===== config.mk =====
export PLATFORM = sky130hd
export DESIGN_NAME = uart_flag_ctrl
export DESIGN_NICKNAME = d
export VERILOG_FILES = /design/src/rtl/uflag_pkg.sv /design/src/rtl/uflag_arm.sv /design/src/rtl/uflag_tx.sv /design/src/rtl/uflag_rx.sv /design/src/rtl/uflag_idle.sv /design/src/rtl/uart_flag_ctrl.sv
export SDC_FILE = /design/constraint.sdc
export NUM_CORES = 1
export LEC_CHECK = 0
export CAP_MARGIN = 15
export CELL_PAD_IN_SITES_DETAIL_PLACEMENT = 0
export CELL_PAD_IN_SITES_GLOBAL_PLACEMENT = 1
export CORE_MARGIN = 4
export CORE_UTILIZATION = 30
export CTS_BUF_LIST = sky130_fd_sc_hd__clkbuf_4 sky130_fd_sc_hd__clkbuf_8
export DETAILED_ROUTE_END_ITERATION = 8
export GPL_ROUTABILITY_DRIVEN = 0
export GPL_TIMING_DRIVEN = 0
export PLACE_DENSITY = 0.79
export SLEW_MARGIN = 15
export SYNTH_ARGS = -nofsm -noshare
export SYNTH_HDL_FRONTEND = slang
export SYNTH_SLANG_ARGS = --single-unit

===== constraint.sdc =====
create_clock -name clk -period 3.37 [get_ports clk]
set_clock_uncertainty 0.1 [all_clocks]
set_input_delay 0.8425 -clock clk [delete_from_list [all_inputs] [get_ports clk]]
set_output_delay 0.8425 -clock clk [all_outputs]
set_load 0.005 [all_outputs]

===== src/rtl/uflag_pkg.sv =====
package uflag_pkg;
    localparam int unsigned STAT_W  = 8;
    localparam int unsigned B_TDRE  = 7;
    localparam int unsigned B_TC    = 6;
    localparam int unsigned B_RDRF  = 5;
    localparam int unsigned B_IDLE  = 4;
    localparam int unsigned B_OVR   = 3;
    localparam int unsigned B_NOISE = 2;
    localparam int unsigned B_FERR  = 1;

    localparam logic [STAT_W-1:0] TX_MASK = (8'd1 << B_TDRE) | (8'd1 << B_TC);
    localparam logic [STAT_W-1:0] RX_MASK = (8'd1 << B_RDRF) | (8'd1 << B_IDLE) |
                                            (8'd1 << B_OVR)  | (8'd1 << B_NOISE) |
                                            (8'd1 << B_FERR);

    typedef enum logic [1:0] {
        IDS_HUNT = 2'd0,
        IDS_SET  = 2'd1,
        IDS_WAIT = 2'd2
    } idle_state_t;
endpackage


===== src/rtl/uflag_arm.sv =====
module uflag_arm
    import uflag_pkg::*;
(
    input  logic              clk,
    input  logic              rst_n,
    input  logic              stat_rd,
    input  logic              data_wr,
    input  logic              data_rd,
    input  logic [STAT_W-1:0] status,
    output logic [STAT_W-1:0] arm_q
);
    logic [STAT_W-1:0] keep_mask;
    logic [STAT_W-1:0] arm_d;

    always_comb begin
        keep_mask = '1;
        if (data_wr) keep_mask = keep_mask & ~TX_MASK;
        if (data_rd) keep_mask = keep_mask & ~RX_MASK;
        arm_d = arm_q & keep_mask;
        if (stat_rd) arm_d = arm_d | status;
    end

    always_ff @(posedge clk or negedge rst_n) begin
        if (!rst_n) arm_q <= '0;
        else        arm_q <= arm_d;
    end

    // arm bits only appear for flags the status read saw
    a_r10_arm_from_seen: assert property (@(posedge clk) disable iff (!rst_n)
        !stat_rd |=> ((arm_q & ~$past(arm_q)) == '0));
endmodule


===== src/rtl/uflag_tx.sv =====
module uflag_tx (
    input  logic clk,
    input  logic rst_n,
    input  logic evt_empty,
    input  logic evt_idle,
    input  logic clr_tdre,
    input  logic clr_tc,
    output logic tdre,
    output logic tc
);
    always_ff @(posedge clk or negedge rst_n) begin
        if (!rst_n) begin
            tdre <= 1'b1;
            tc   <= 1'b1;
        end else begin
            tdre <= (tdre & ~clr_tdre) | evt_empty;
            tc   <= (tc & ~clr_tc) | evt_idle;
        end
    end

    // tc can only rise on a transmitter idle event
    a_r4_tc_only_on_event: assert property (@(posedge clk) disable iff (!rst_n)
        (!tc && !evt_idle) |=> !tc);
    // tdre can only rise on a buffer empty event
    a_r3_tdre_only_on_event: assert property (@(posedge clk) disable iff (!rst_n)
        (!tdre && !evt_empty) |=> !tdre);
endmodule


===== src/rtl/uflag_rx.sv =====
module uflag_rx #(
    parameter int unsigned DATA_W = 8
) (
    input  logic              clk,
    input  logic              rst_n,
    input  logic              char_evt,
    input  logic [DATA_W-1:0] char_byte,
    input  logic              char_noise,
    input  logic              char_frame,
    input  logic              clr_rdrf,
    input  logic              clr_ovr,
    input  logic              clr_noise,
    input  logic              clr_ferr,
    output logic              rdrf,
    output logic              ovr,
    output logic              noise,
    output logic              ferr,
    output logic [DATA_W-1:0] data_q
);
    logic accept;
    logic lost;

    always_comb begin
        accept = char_evt & (~rdrf | clr_rdrf);
        lost   = char_evt & ~accept;
    end

    always_ff @(posedge clk or negedge rst_n) begin
        if (!rst_n) begin
            rdrf   <= 1'b0;
            ovr    <= 1'b0;
            noise  <= 1'b0;
            ferr   <= 1'b0;
            data_q <= '0;
        end else begin
            rdrf <= (rdrf & ~clr_rdrf) | accept;
            ovr  <= (ovr & ~clr_ovr) | lost;
            if (accept) begin
                data_q <= char_byte;
                noise  <= char_noise;
                ferr   <= char_frame;
            end else begin
                noise  <= noise & ~clr_noise;
                ferr   <= ferr & ~clr_ferr;
            end
        end
    end

    // a received character always leaves rdrf set
    a_r5_char_sets_rdrf: assert property (@(posedge clk) disable iff (!rst_n)
        char_evt |=> rdrf);
    // overrun keeps the earlier character and raises ovr
    a_r8_hold_on_overrun: assert property (@(posedge clk) disable iff (!rst_n)
        (char_evt && rdrf && !clr_rdrf) |=> ($stable(data_q) && ovr));
endmodule


===== src/rtl/uflag_idle.sv =====
module uflag_idle
    import uflag_pkg::*;
(
    input  logic clk,
    input  logic rst_n,
    input  logic line_idle,
    input  logic wake,
    input  logic clr_req,
    output logic flag
);
    idle_state_t state_q;
    idle_state_t state_d;

    always_comb begin
        state_d = state_q;
        unique case (state_q)
            IDS_HUNT: if (line_idle && !wake) state_d = IDS_SET;
            IDS_SET:  if (clr_req)            state_d = IDS_WAIT;
            IDS_WAIT: if (!line_idle)         state_d = IDS_HUNT;
            default:                          state_d = IDS_HUNT;
        endcase
    end

    always_ff @(posedge clk or negedge rst_n) begin
        if (!rst_n) state_q <= IDS_HUNT;
        else        state_q <= state_d;
    end

    always_comb begin
        flag = (state_q == IDS_SET);
    end

    // no new idle flag while waiting for line activity
    a_r6_wait_blocks: assert property (@(posedge clk) disable iff (!rst_n)
        (state_q == IDS_WAIT && line_idle) |=> !flag);
    // wake-up bit suppresses setting
    a_r7_wake_blocks: assert property (@(posedge clk) disable iff (!rst_n)
        (!flag && wake) |=> !flag);
endmodule


===== src/rtl/uart_flag_ctrl.sv =====
module uart_flag_ctrl
    import uflag_pkg::*;
#(
    parameter int unsigned DATA_W = 8
) (
    input  logic              clk,
    input  logic              rst_n,
    input  logic              stat_rd,
    input  logic              stat_wr,
    input  logic              data_rd,
    input  logic              data_wr,
    input  logic              tx_empty_evt,
    input  logic              tx_idle_evt,
    input  logic              rx_char_evt,
    input  logic [DATA_W-1:0] rx_byte,
    input  logic              rx_noise,
    input  logic              rx_frame,
    input  logic              rx_line_idle,
    input  logic              rx_wake,
    output logic [7:0]        status_o,
    output logic [DATA_W-1:0] rx_data,
    output logic              irq_tx,
    output logic              irq_rx
);
    logic [STAT_W-1:0] arm_q;
    logic tdre, tc, rdrf, idle, ovr, noise, ferr;
    logic [STAT_W-1:0] wr_clr;
    logic [STAT_W-1:0] rd_clr;

    always_comb begin
        wr_clr = data_wr ? (arm_q & TX_MASK) : '0;
        rd_clr = data_rd ? (arm_q & RX_MASK) : '0;
    end

    uflag_arm u_arm (
        .clk     (clk),
        .rst_n   (rst_n),
        .stat_rd (stat_rd),
        .data_wr (data_wr),
        .data_rd (data_rd),
        .status  (status_o),
        .arm_q   (arm_q)
    );

    uflag_tx u_tx (
        .clk       (clk),
        .rst_n     (rst_n),
        .evt_empty (tx_empty_evt),
        .evt_idle  (tx_idle_evt),
        .clr_tdre  (wr_clr[B_TDRE]),
        .clr_tc    (wr_clr[B_TC]),
        .tdre      (tdre),
        .tc        (tc)
    );

    uflag_rx #(.DATA_W(DATA_W)) u_rx (
        .clk        (clk),
        .rst_n      (rst_n),
        .char_evt   (rx_char_evt),
        .char_byte  (rx_byte),
        .char_noise (rx_noise),
        .char_frame (rx_frame),
        .clr_rdrf   (rd_clr[B_RDRF]),
        .clr_ovr    (rd_clr[B_OVR]),
        .clr_noise  (rd_clr[B_NOISE]),
        .clr_ferr   (rd_clr[B_FERR]),
        .rdrf       (rdrf),
        .ovr        (ovr),
        .noise      (noise),
        .ferr       (ferr),
        .data_q     (rx_data)
    );

    uflag_idle u_idle (
        .clk       (clk),
        .rst_n     (rst_n),
        .line_idle (rx_line_idle),
        .wake      (rx_wake),
        .clr_req   (rd_clr[B_IDLE]),
        .flag      (idle)
    );

    always_comb begin
        status_o = {tdre, tc, rdrf, idle, ovr, noise, ferr, 1'b0};
        irq_tx   = tdre | tc;
        irq_rx   = rdrf | idle | ovr;
    end

    // armed data write with no new event clears tdre
    a_r3_tdre_clears: assert property (@(posedge clk) disable iff (!rst_n)
        (arm_q[B_TDRE] && data_wr && !tx_empty_evt) |=> !status_o[B_TDRE]);
    // an unarmed flag survives the data access
    a_r10_unarmed_survives: assert property (@(posedge clk) disable iff (!rst_n)
        (status_o[B_TDRE] && !arm_q[B_TDRE] && data_wr) |=> status_o[B_TDRE]);
    // a lone status write leaves the arm state alone
    a_r11_stat_wr_inert: assert property (@(posedge clk) disable iff (!rst_n)
        (stat_wr && !stat_rd && !data_wr && !data_rd) |=> (arm_q == $past(arm_q)));
endmodule


-- Word-level counts from Yosys, hierarchy flattened
Index checks and enable logic that the tools add are counted.
- add/subtract/negate cells: 0
- multipliers: 0
- divide/modulo/power cells: 0
- magnitude comparators: 0
- equal/unequal tests: 5
- shifts and indexed selects: 0
- multiplexer cells: 11
- bitwise gates (word level): 26
- reductions and logical operators: 4
- operator list (operator ; number):
    8-bit two-way mux ; 3
    6-bit two-way mux ; 2
    1-bit bitwise AND ; 8
    8-bit bitwise AND ; 1
    1-bit inverter ; 8
    1-bit OR ; 8
    8-bit OR ; 1
    2-bit two-way mux ; 3
    2-bit case mux with 3 select lines ; 1
    2-bit by 1-bit inequality test with 1-bit output, second input constant ; 2
    3-bit AND reduction ; 1
    2-bit by 1-bit == test with 1-bit output, second input constant ; 1
    2-bit == test, second input constant ; 1
    2-bit zero test ; 1
    1-bit two-way mux ; 2
    2-bit inequality test, second input constant ; 1
    1-bit logical AND ; 1
    1-bit zero test ; 1
- register bits after elaboration: 24
- bits in latches: 0
- memory bits (writable): 0
- memory bits (read-only): 0
- input bits: 21
- word-level logic and storage cells: 55
- memories: 0

-- Depth between registers and ports, before layout
- word-level depth: 6
- gate-level depth with buffers: 5

-- Modules after synthesis
A second synthesis with hierarchy kept.
- cells, all modules: 93
- area total of the unflattened synthesis: 1109.8 µm²
- modules (own cells, without submodules) (module ; instances ; cells each ; area an instance (µm²)):
    uflag_rx ; 1 ; 30 ; 505.5
    uflag_arm ; 1 ; 31 ; 306.5
    uart_flag_ctrl ; 1 ; 18 ; 120.1
    uflag_idle ; 1 ; 8 ; 102.6
    uflag_tx ; 1 ; 6 ; 75.1

-- Worst setup path before layout
OpenSTA, ideal clock, no wires.
- path kind: input-to-reg
- start: input port data_rd
- end: register u_rx.data_q[0]
- arrival: 1605 ps
- setup slack: 1539 ps
- stages: 5
- path buffers: 2
- path through: buf_6 nand2_4 a21bo_1 buf_6 mux2_4
- longest elaborated chain between the ends: 3
- ends and longest elaborated chain (element ; RTL line ; source):
    start, declared ; uart_flag_ctrl.sv:10 ; input logic data_rd,
    6-bit two-way mux ; uart_flag_ctrl.sv:32 ; rd_clr = data_rd ? (arm_q & RX_MASK) : '0;
    1-bit OR ; uflag_rx.sv:24 ; accept = char_evt & (~rdrf | clr_rdrf);
    1-bit bitwise AND ; uflag_rx.sv:24 ;
    end signal, assigned ; uflag_rx.sv:39 ; data_q <= char_byte;
    end, declared ; uflag_rx.sv:18 ; output logic [DATA_W-1:0] data_q
No other way between the ends.
A chain may end at the register's enable or synchronous reset.

-- Worst setup path in the final report
- start: register u_idle.state_q[0]
- end: output port irq_rx
- longest elaborated chain between the ends: 3
- ends and longest elaborated chain (element ; RTL line ; source):
    start, declared ; uflag_idle.sv:11 ; idle_state_t state_q;
    start signal, assigned ; uflag_idle.sv:26 ; else state_q <= state_d;
    2-bit by 1-bit == test with 1-bit output ; uflag_idle.sv:30 ; flag = (state_q == IDS_SET);
    net idle ; uart_flag_ctrl.sv:26 ; logic tdre, tc, rdrf, idle, ovr, noise, ferr;
    1-bit OR (2 in series) ; uart_flag_ctrl.sv:86 ; irq_rx = rdrf | idle | ovr;
    end, declared ; uart_flag_ctrl.sv:23 ; output logic irq_rx
The timed path passes the listed nets, and every way through them passes these cells.

==> flow_summary.yaml <==
synth:
  postSynthRegisterBits: 23
  yosys.area_share.simple_pct: 8.63
  synth_fa_ha_area_share_pct: 0
  netlist_top_cells_area: "sky130_fd_sc_hd__dfrtp_1 (50%), sky130_fd_sc_hd__mux2_4 (14%), sky130_fd_sc_hd__buf_4 (5.8%), sky130_fd_sc_hd__dfstp_2 (5.0%), sky130_fd_sc_hd__nand2_1 (4.7%)"
  synth_top_cell_by_area: "sky130_fd_sc_hd__dfrtp_1"
  yosys.cell_types.count: 22
  synth_nets: 109
  synthesis.area_per_instance_sq_um: 11.9
  synthXorXnorAreaFrac_pct: 0
  synth_compound_area_share_pct: 10.4
  synth-seq-area-share_pct: 55.4
  synth_top_family_by_area: "multiplexers"
  post_synth_mux_area_share_pct: 14.4
  synth_cells: 88
  yosys_warnings: 0
  netlist.area_leader.share_pct: 50.4
  syn_area_sq_um: 1040
clock_network:
  clock_sinks: 23
  worst_setup_hold_path_clk_slew_ns: 0.13
  tritoncts: "done"
  ctsHtreeMaxLevel: 1
  resize_count_post_cts: 0
  cts.path.max_buffers: 2
  insertion_delay_ns: 0.32
  cts.root.buffer_cell: "sky130_fd_sc_hd__clkbuf_4"
  tritoncts.num_buffers: 3
  cts-hold-fix-buffers: 0
  buffer_count_from_post_cts_setup_fixing: 0
min_path:
  hold_start: "u_idle.state_q[1]"
  timing.hold.worst.class: "register to register"
die:
  std_cell_rows: 21
  die_area_sq_um: 4490
  die_y_microns: 67.0
  die-width_microns: 67.0
  io_count: 39
  initial_core_utilization_pct: 31.3
  fp.coreArea_sq_um: 3340
critical_path:
  ordered_list_of_cells_on_the_worst_path: "nand2b_1 -> inv_1 -> or3_1 -> clkdlybuf4s50_1"
  cp_data_required_time_ns: 2.43
  crit_family: "buffers and inverters"
  critical_path_arrival_ns: 1.70
  regToRegStartpoint: "u_arm.arm_q[5]"
  crit_path_top_delay_cell: "sky130_fd_sc_hd__clkdlybuf4s50_1"
  critPathMaxFanout: 4
  largest_stage_delay_on_the_critical_path_ns: 0.46
  timing.setup.critical_path_class: "register to output pin"
  timing.critical_path.buf_inv: 2
  timing.critical_path.from: "u_idle.state_q[0]"
  critPathLaunchType: "register"
  nature_of_the_critical_path_endpoint: "output pin"
timing:
  final_critical_path_setup_slack_ns: 0.726
  post-route-period-util_pct: 78.5
  finalMaxSlewViolations: 0
  fin_setup_tns_ns: 0
  final_report_setup_violation_count: 0
  final-hold-violation-count: 0
  rsz_0062_raised_after_global_routing: "no"
  timing_worst_slew_pin_value_ns: 0.992
  normalized_max_slew_margin_pct: 33.6
  period_minus_slack_ns: 2.64
  fmaxAchievable_ghz: 0.378
pwr:
  ir_worst_vdd_v: 0.000221
  power.density_nw_per_um2: 522
  p_leak_nw: 0.689
final_layout:
  layout.cell_area.non_filler_sq_um: 1480
  final-seq-area_sq_um: 578
  multiInputGateArea_sq_um: 353
  fraction_of_final_layout_cells_sized_beyond_drive_strength_1_pct: 22.8
  flow.area_growth_from_synthesis_pct: 42.0
  num_antenna_cells: 0
  layout.nets: 149
  filler_cell_count: 324
global_route:
  groute.usage.overall_pct: 10.0
  grt_pass1_vias: 727
  antenna_violations_before_repair: 0
  wire_length_of_the_first_global_routing_pass_mm: 3.38
  grt_remaining_overflow: 0
  grt_start_max_net_pins: 24
status:
  status: "completed"
detailed_routing:
  routed-via-count: 717
  drt_first_iter_violations: 67
  antenna_violating_nets_post_route: 0
  route.final.wire_length_mm: 2.09
  route.detailed.drc: 0
  detail_route.wl_per_cell_microns: 12.1
  detailedRoute.firstPassIterationCount: 2
  routed_via_density: 4.14
placed_design:
  post-dp-hpwl_mm: 1.59
  post_placement_setup_slack_ns: 1.10
  portBuffers: 35
  detailed_place.area_sq_um: 1450
flow_run:
  max-cap-violations: 0
-- logic make-up (layout without fill, tap and decap cells) --
logic type,after synthesis,count (layout)
AO/OA/AOI/OAI,17,17
buffers and inverters,18,57
flip-flops,23,23
multiplexers,10,10
other,1,1
AND/OR/NAND/NOR,19,19
-- through the flow --
| step | hold slack (ns) | instances | utilization, % | total power, mW |
|---|---|---|---|---|
| 2_1_floorplan | 0.316 | 88 | - | 0.510 |
| 5_1_grt | 0.372 | 173 | 44.4 | 0.828 |
| 6_report | 0.350 | 173 | 44.4 | 0.774 |
| 3_5_place_dp | 0.336 | 169 | 43.5 | 0.649 |
| 3_3_place_gp | 0.335 | 169 | 43.5 | 0.641 |
| 4_1_cts | 0.354 | 173 | 44.4 | 0.782 |
-- sequential cells by signal, summed over array words and instances, names as in the netlist --
name            count
u_idle.state_q      2
u_rx.ovr            1
u_tx.tdre           1
u_rx.rdrf           1
u_rx.noise          1
u_rx.ferr           1
u_arm.arm_q         7
u_tx.tc             1
u_rx.data_q         8
-- routing by layer --
metal / vias up / global-route usage, % / part of all wire [%]
met5: - / 0 / 0
met4: 0 / 1.52 / 1.0
met3: 2 / 3.37 / 3.5
li1: 355 / - / -
met2: 16 / 17.1 / 51
met1: 344 / 12.5 / 45
-- path summary, 6_finish.rpt --
check                                     to  slack [ns]  cells after the start
max                                   irq_rx        0.73                      4
min                        u_idle.state_q[0]        0.35                      1
max reg2reg                   u_rx.data_q[2]        2.02                      4
min reg2reg                u_idle.state_q[0]        0.35                      1
max in group asynchronous          u_rx.ferr        1.62                      1
min in group asynchronous     u_rx.data_q[1]        0.95                      1
-- cell usage in the layout, fill, tap and decap left out, types with 2 or more instances in the layout --
cell,count
sky130_fd_sc_hd__dfstp_2,2
sky130_fd_sc_hd__a21o_1,2
sky130_fd_sc_hd__buf_4,8
sky130_fd_sc_hd__clkbuf_4,3
sky130_fd_sc_hd__a21oi_1,2
sky130_fd_sc_hd__a21boi_0,2
sky130_fd_sc_hd__dfrtp_1,21
sky130_fd_sc_hd__mux2_4,10
sky130_fd_sc_hd__inv_1,8
sky130_fd_sc_hd__o21ai_0,7
sky130_fd_sc_hd__nand2_1,13
sky130_fd_sc_hd__buf_6,2
sky130_fd_sc_hd__clkdlybuf4s50_1,35
-- cell usage after synthesis, drive strengths merged --
cell type / instances
conb: 1
a21boi: 2
mux2: 10
dfrtp: 21
buf: 10
or3: 1
o21ai: 7
nor2: 1
nand2: 14
nand2b: 1
dfstp: 2
inv: 8
o22ai: 1
or2: 1
o221ai: 1
a21bo: 1
a21o: 3
nor3b: 1
a21oi: 2
-- report_power, final --
group	switching [mW]	internal, mW
Combinational	0.0826	0.180
Clock	0.0881	0.0453
Sequential	0.0410	0.337
Total	0.212	0.562
-- final cells by class --
cell class                 count  area share, %
timing repair buffer          35           23.6
buffer                        10           5.57
clock inverter                 1          0.507
clock buffer                   3           1.52
sequential                    23           39.0
tap                           46           3.89
multi-input combinational     47           23.8
inverter                       8           2.03
Power figures use the tool's default switching activity.
